### src/rtl/pse_pkg.sv
package pse_pkg;
  typedef enum logic [1:0] {
    SNS_BOTH  = 2'b00,
    SNS_RISE  = 2'b01,
    SNS_FALL  = 2'b10,
    SNS_LEVEL = 2'b11
  } sense_mode_e;
endpackage

### src/rtl/pse_sync.sv
// Multi-stage synchronizer that advances only on enabled cycles.
module pse_sync #(
  parameter int W      = 8,
  parameter int STAGES = 2
) (
  input  logic         clk,
  input  logic         rst,
  input  logic         en,
  input  logic [W-1:0] d,
  output logic [W-1:0] q
);
  logic [STAGES-1:0][W-1:0] stg;

  always_ff @(posedge clk) begin
    if (rst) begin
      stg <= '0;
    end else if (en) begin
      for (int s = STAGES - 1; s > 0; s--) stg[s] <= stg[s-1];
      stg[0] <= d;
    end
  end

  assign q = stg[STAGES-1];

  AST_SYNC_FROZEN: assert property (@(posedge clk) disable iff (rst)
    !en |=> (q == $past(q)));
endmodule

### src/rtl/pse_warmup.sv
// Counts enabled cycles after reset until the sample history is valid.
module pse_warmup #(
  parameter int DEPTH = 3
) (
  input  logic clk,
  input  logic rst,
  input  logic en,
  output logic ready
);
  localparam int CW = $clog2(DEPTH + 1);
  localparam logic [CW-1:0] LAST = CW'(DEPTH);

  logic [CW-1:0] cnt;

  always_ff @(posedge clk) begin
    if (rst)                     cnt <= '0;
    else if (en && cnt != LAST)  cnt <= cnt + 1'b1;
  end

  assign ready = (cnt == LAST);

  AST_WARM_STAYS: assert property (@(posedge clk) disable iff (rst)
    ready |=> ready);
endmodule

### src/rtl/pse_detect.sv
// Per-pin sense decoder with history flop and registered event.
module pse_detect
  import pse_pkg::*;
(
  input  logic        clk,
  input  logic        rst,
  input  logic        en,
  input  logic        ready,
  input  sense_mode_e mode,
  input  logic        cur,
  output logic        evt_o
);
  logic prev_q;
  logic evt_q;
  logic hit;

  always_comb begin
    unique case (mode)
      SNS_BOTH:  hit = cur ^ prev_q;
      SNS_RISE:  hit = cur & ~prev_q;
      SNS_FALL:  hit = ~cur & prev_q;
      default:   hit = cur;
    endcase
  end

  always_ff @(posedge clk) begin
    if (rst) begin
      prev_q <= 1'b0;
      evt_q  <= 1'b0;
    end else begin
      if (en) prev_q <= cur;
      evt_q <= en & ready & hit;
    end
  end

  assign evt_o = evt_q;

  AST_RISE_ONLY_UP: assert property (@(posedge clk) disable iff (rst)
    (evt_q && $past(mode == SNS_RISE)) |-> ($past(cur) && !$past(prev_q)));
  AST_FALL_ONLY_DOWN: assert property (@(posedge clk) disable iff (rst)
    (evt_q && $past(mode == SNS_FALL)) |-> (!$past(cur) && $past(prev_q)));
  AST_LEVEL_LOW_QUIET: assert property (@(posedge clk) disable iff (rst)
    (mode == SNS_LEVEL && !cur) |=> !evt_q);
  AST_LEVEL_HIGH_FIRES: assert property (@(posedge clk) disable iff (rst)
    (en && ready && mode == SNS_LEVEL && cur) |=> evt_q);
endmodule

### src/rtl/pin_sense_evgen.sv
module pin_sense_evgen
  import pse_pkg::*;
#(
  parameter int N_PINS      = 8,
  parameter int SYNC_STAGES = 2
) (
  input  logic                  clk,
  input  logic                  rst,
  input  logic                  clk_en,
  input  logic [N_PINS-1:0]     pin_raw_i,
  input  logic [N_PINS-1:0]     pin_inv_i,
  input  logic [2*N_PINS-1:0]   pin_mode_i,
  output logic [N_PINS-1:0]     pin_evt_o
);
  localparam int WARM_DEPTH = SYNC_STAGES + 1;

  logic [N_PINS-1:0] sensed_raw;
  logic [N_PINS-1:0] sensed_sync;
  logic              hist_ready;

  // inversion precedes the synchronizer, so an invert toggle is a real edge
  assign sensed_raw = pin_raw_i ^ pin_inv_i;

  pse_sync #(.W(N_PINS), .STAGES(SYNC_STAGES)) u_sync (
    .clk(clk), .rst(rst), .en(clk_en), .d(sensed_raw), .q(sensed_sync)
  );

  pse_warmup #(.DEPTH(WARM_DEPTH)) u_warm (
    .clk(clk), .rst(rst), .en(clk_en), .ready(hist_ready)
  );

  for (genvar g = 0; g < N_PINS; g++) begin : g_pin
    pse_detect u_det (
      .clk(clk), .rst(rst), .en(clk_en), .ready(hist_ready),
      .mode(sense_mode_e'(pin_mode_i[2*g +: 2])),
      .cur(sensed_sync[g]), .evt_o(pin_evt_o[g])
    );
  end

  AST_NO_EVT_WO_CLK: assert property (@(posedge clk) disable iff (rst)
    !clk_en |=> (pin_evt_o == '0));
  AST_QUIET_WARMUP: assert property (@(posedge clk) disable iff (rst)
    !hist_ready |=> (pin_evt_o == '0));
endmodule

### config.mk
export PLATFORM = sky130hd
export DESIGN_NAME = pin_sense_evgen
export DESIGN_NICKNAME = d
export VERILOG_FILES = /design/src/rtl/pse_pkg.sv /design/src/rtl/pse_sync.sv /design/src/rtl/pse_warmup.sv /design/src/rtl/pse_detect.sv /design/src/rtl/pin_sense_evgen.sv
export SDC_FILE = /design/constraint.sdc
export NUM_CORES = 1
export LEC_CHECK = 0
export CORE_ASPECT_RATIO = 1.2
export CORE_MARGIN = 5
export CORE_UTILIZATION = 35
export DETAILED_ROUTE_END_ITERATION = 8
export PLACE_DENSITY = 0.71
export SLEW_MARGIN = 10
export SYNTH_ARGS = -nofsm -noshare
export SYNTH_HDL_FRONTEND = slang
export SYNTH_SLANG_ARGS = --single-unit
### constraint.sdc
create_clock -name clk -period 1.3 [get_ports clk]
set_clock_uncertainty 0.05 [all_clocks]
set_input_delay 0.39 -clock clk [delete_from_list [all_inputs] [get_ports clk]]
set_output_delay 0.39 -clock clk [all_outputs]
set_load 0.02 [all_outputs]
# ---- Word level (Yosys, flattened, before mapping)
# Cells that the tools add are included.
# W data, S select, Z words.
dict set report word_totals {
  register_bits 34
  input_bits 35
  output_inout_bits 8
  elab_cells 105
}
dict set report classes {
  add_sub_neg 1
  n_eq_ne 18
  n_mux 8
  bitwise_logic 50
  reduce_logical 9
}
# op count
set ops {}
lappend ops {{$and A1 B1 Y1} 25}
lappend ops {{$pmux W1 S3} 8}
lappend ops {{$eq A2 B2 Y1 const B} 9}
lappend ops {{$eq A2 B1 Y1 const B} 8}
lappend ops {{$logic_not A2 Y1} 8}
lappend ops {{$not A1 Y1} 16}
lappend ops {{$xor A1 B1 Y1} 8}
lappend ops {{$xor A8 B8 Y8} 1}
lappend ops {{$add A2 B1 Y2 const B} 1}
lappend ops {{$ne A2 B2 Y1 const B} 1}
lappend ops {{$logic_and A1 B1 Y1} 1}

# ---- Longest topological paths before layout
# Gate-level depths: netlist of run 1.
dict set report logic_depth {
  ltp_word 4
  mapped_depth 5
  mapped_depth_nobuf 5
}

# ---- Cells and area by module
# A second synthesis of run 1 with hierarchy kept.
dict set report unflattened {
  hier_cells 166
  area_unflattened_um2 1805.5
}
# module instances cells_per_inst area_each_um2
set modules_own_cells {}
lappend modules_own_cells {pse_detect 8 11 122.6}
lappend modules_own_cells {pse_sync 1 60 640.6}
lappend modules_own_cells {pse_warmup 1 10 113.9}
lappend modules_own_cells {pin_sense_evgen 1 8 70.1}

# ---- Worst setup path before layout of run 1
# OpenSTA, ideal clock, no wires.
dict set report synth_timing {
  path_kind {reg2reg}
  start {register u_warm.cnt[0]}
  end {register u_warm.cnt[1]}
  setup_ns 0.128
  t_arrival_ns 0.931
  slack_ns 0.192
  stages_incl_launch_ff 5
  path_buffers 0
  synth_period_minus_slack_ns 1.108
  cell_sequence {dfxtp_1 ha_1 and2b_1 mux2i_1 nor2_1}
}
dict set report synth_via {
  elab_chain_len 2
  word_cells_on_any_way 3
}
# element line
set synth_rtl {}
lappend synth_rtl {{start: declaration} pse_warmup.sv:13} ;# logic [CW-1:0] cnt;
lappend synth_rtl {{start signal: assignment} pse_warmup.sv:17} ;# else if (en && cnt != LAST) cnt <= cnt + 1'b1;
lappend synth_rtl {{branches (longest 2 deep; another with $add A2 B1 Y2)} -}
# Parallel ways; which one is timed is not known.
# A chain may end at the register's enable or synchronous reset.

# ---- Final worst setup path of run 1
dict set report layout_timing {
  start {register g_pin[0].u_det.evt_q}
  end {output port pin_evt_o[0]}
}
# element line
set layout_lines {}
lappend layout_lines {{start: declaration} pse_detect.sv:14} ;# logic evt_q;
lappend layout_lines {{start signal: assignment} pse_detect.sv:32} ;# evt_q <= en & ready & hit;
lappend layout_lines {{end: declaration} pin_sense_evgen.sv:13} ;# output logic [N_PINS-1:0] pin_evt_o
# No word-level cell between the ends.

==> run metrics, run 1 <==
worst flop-to-flop path startpoint=u_warm.cnt[0]; Routed Antenna Nets=0; HP Start=clk_en; Max-slew headroom=0.8209; Fmax=a little under 0.8 GHz; Cell Rows=28; Simple-Gate Fraction of Synth Area=0.09837; gr ovfl total=0; critical path startpoint=g_pin[0].u_det.evt_o; Net Sw Power=0.5196 mW; vias in the first global route=1215; via count=approximately 1300; DIE AREA=6579 sq um; GRT met2 Usage=0.1672; global-route usage over all layers=0.09752; sequential power share=0.476; Critical path buffers and inverters=1; crit-path cells=clkdlybuf4s15_2; Synth Area in XOR/XNOR=0.04459; diode count=0; clock sink count=34; Period minus WS final=between 1000 and 1500 ps; CP Capture Point=pin_evt_o[0]; post-synthesis mux area share=0.1415; Final Worst Setup Slack=35.25 ps; Inst Count DP=275; reg-to-reg critical path endpoint=u_warm.cnt[1]; met1 Usage GRT=0.1070; fin nets=274; Post-Synthesis Cell Area=1768 sq um; share of cells above drive strength 1=0.09865; register area share after synthesis=0.3850; Critical Path RT=860 ps; flops & latches, synth=34; routed len/inst=10.16 microns; 1st-iter DRT viols=25; max incr delay on CP=roughly 300 ps; Setup Viol. Count Final=0; Core Area=around 4900 sq um; P per Cell Area=~1100 nW/um^2; r2r setup slk=140 ps; CTS tree=built; Synth Area in Adders=0.1203; Most Crowded Layer GR=met2; H-tree depth=2; Top Ports=43; largest family of logic cells by synthesized area=multiplexers; Max Cap Violations=0; Internal Pwr Total=between 1.5 and 2 mW; via/cell ratio=4.488; pin count of the biggest net entering global routing=27; P&R area growth vs syn=26.33%; Yosys warnings=0; Starting Density=0.3605; fraction of power consumed by the clock network=0.395; Final Non-Filler Cells=283; syn_area_per_cell=9.556 sq um; Die Ht=87.86 microns; worst slack at placement=-324.9 ps; Worst setup SP type=flop; clock root cell=clkbuf_8; final hold vios=0; fillers=481; worst skew pair latency=280 ps; Die Wd=74.88 microns; Distinct cells, synth=15; Final Wtd Congestion=approximately 0.66; RSZ-0062 raised after global routing=no; crit path kind=reg2out; static leakage=1.053 nW; quantity of I/O buffers inserted on ports=between 40 and 50; clk slew on worst S/H paths=70 ps; drt drc=0; family with the most delay on the worst path=flip-flops; total CTS buffers=5; Post-Syn Instances=between 150 and 200; Syn Nets=between 200 and 250; Slew Limit Fails=0; R2R cell count=4; Compound-Gate Fraction of Synth Area=0.1019; final worst path period share=0.9729; met3 Usage GRT=0.02985; Worst IR Drop VDD=roughly 0.0006 V; status=finished clean; drt first pass iters=3; final WL=approximately 2900 microns; Setup crit end kind=primary output; Hold Crit Class=in2reg; dpl hpwl=2130 microns; critical path arrival=820 ps; Gate power share=0.129; Worst Path Max Fanout=1; first-pass GRT wire length=5002 microns; Levels on crit path=1; clock buffer depth=2; initial antenna violation count=0; Slew @ Worst Pin=268.7 ps; Slowest cell on crit path=dfxtp_1; Switching Share=0.2208
[worst min-delay path by stage]
stage / cells after the start / to / slack (ps)
CTS: 2 / u_sync.stg[4] / 360
detailed placement: 2 / u_sync.stg[6] / 430
global route: 2 / u_sync.stg[4] / 380
floorplan: 2 / u_sync.stg[0] / 410
finish: 2 / u_sync.stg[4] / 370
global placement: 2 / u_sync.q[2] / 420
[state kept, by name (all words and copies together) (netlist names)]
signal and cells:
g_pin.u_det.evt_o 8, g_pin.u_det.prev_q 8, u_sync.q 8, u_sync.stg 8, u_warm.cnt 2
[through the flow]
stage	area [sq um]	total power [mW]	setup TNS, ps	hold WS, ps	util
6_report	2233	2.353	0	365.8	0.4554
5_1_grt	2233	2.481	0	378.3	0.4554
4_1_cts	2265	2.396	0	360.0	0.4617
3_5_place_dp	2157	1.451	-5772	431.8	0.4398
3_3_place_gp	2157	1.441	-5628	421.6	0.4398
2_1_floorplan	1768	1.309	0	409.9	-
[routing by layer]
metal  part of all wire  wire length (microns)
met1               0.45                   1284
met2               0.46                   1328
met3              0.073                    211
met4              0.018                     51
met5                  0                      0
[Yosys cell counts]
library cell / count / area share
and2b_1: 1 / 0.0042
and3b_1: 1 / 0.0050
nor2_1: 26 / 0.055
nand2_1: 16 / 0.034
o21ai_0: 8 / 0.023
buf_6: 5 / 0.032
a211oi_1: 8 / 0.034
clkbuf_1: 2 / 0.0042
ha_1: 17 / 0.12
mux2i_1: 25 / 0.14
xnor2_1: 9 / 0.045
inv_1: 16 / 0.034
dfxtp_1: 34 / 0.38
buf_4: 9 / 0.038
o211a_1: 8 / 0.045
[power by group through the flow]
stage / clock [mW] / sequential, mW / combinational [mW]
2_1_floorplan: 0 / 1.14 / 0.174
3_3_place_gp: 0 / 1.14 / 0.300
3_5_place_dp: 0 / 1.14 / 0.308
4_1_cts: 0.967 / 1.12 / 0.309
5_1_grt: 1.01 / 1.13 / 0.344
6_report: 0.930 / 1.12 / 0.303
[what timing repair did]
item | CTS | global route
hold buffers | 0 | 0
buffers inserted | 0 | 0
endpoints found under the hold margin | 0 | 0
resized for setup | 27 | 5
setup endpoints to repair | 16 | 5
[cells by family (layout without fill, tap and decap cells)]
family | Yosys count | in the layout
DFF | 34 | 34
adders and majority gates | 17 | 17
AOI/OAI and AO/OA | 24 | 24
buffers and inverters | 32 | 70
and+or+nand+nor | 44 | 44
muxes | 25 | 25
xor gates and xnor gates | 9 | 9
[cell type report]
type	count	area (sq um)	area share
repair buffers	46	411.6	0.1843
multi-input cells	119	897.1	0.4017
inverters	16	60.06	0.02689
clock inverters	3	40.04	0.01793
well taps	60	75.07	0.03361
clock buffers	5	68.82	0.03081
flip-flops and latches	34	680.7	0.3048
[cell usage in the layout, fill, tap and decap left out, drive strengths merged]
| master | synthesis | final |
|---|---|---|
| dfxtp | 34 | 34 |
| clkdlybuf4s50 | 0 | 33 |
| nor2 | 26 | 26 |
| mux2i | 25 | 25 |
| ha | 17 | 17 |
| inv | 16 | 16 |
| nand2 | 16 | 16 |
| buf | 14 | 12 |
| xnor2 | 9 | 9 |
| o21ai | 8 | 8 |
| o211a | 8 | 8 |
| a211oi | 8 | 8 |
| clkbuf | 2 | 5 |
| clkinv | 0 | 2 |
| and2b | 1 | 1 |
| and3b | 1 | 1 |
| bufinv | 0 | 1 |
| clkdlybuf4s15 | 0 | 1 |
Note: power is estimated with default switching activity, not from simulation.
==> inputs of run 2 (changes only) <==
--- a/config.mk
+++ b/config.mk
@@ -8,6 +8,7 @@
 export CORE_ASPECT_RATIO = 1.2
 export CORE_MARGIN = 5
 export CORE_UTILIZATION = 35
+export CTS_CLUSTER_SIZE = 14
 export DETAILED_ROUTE_END_ITERATION = 8
 export PLACE_DENSITY = 0.71
 export SLEW_MARGIN = 10
==> results of run 2 <==
No change in the layout: final DEF, timing and power equal those of run 1.
==> inputs of run 3 (changes only) <==
--- a/config.mk
+++ b/config.mk
@@ -11,7 +11,6 @@
 export CTS_CLUSTER_SIZE = 14
 export DETAILED_ROUTE_END_ITERATION = 8
 export PLACE_DENSITY = 0.71
-export SLEW_MARGIN = 10
 export SYNTH_ARGS = -nofsm -noshare
 export SYNTH_HDL_FRONTEND = slang
 export SYNTH_SLANG_ARGS = --single-unit
==> results of run 3 <==
No change in the layout: final DEF, timing and power equal those of run 1.
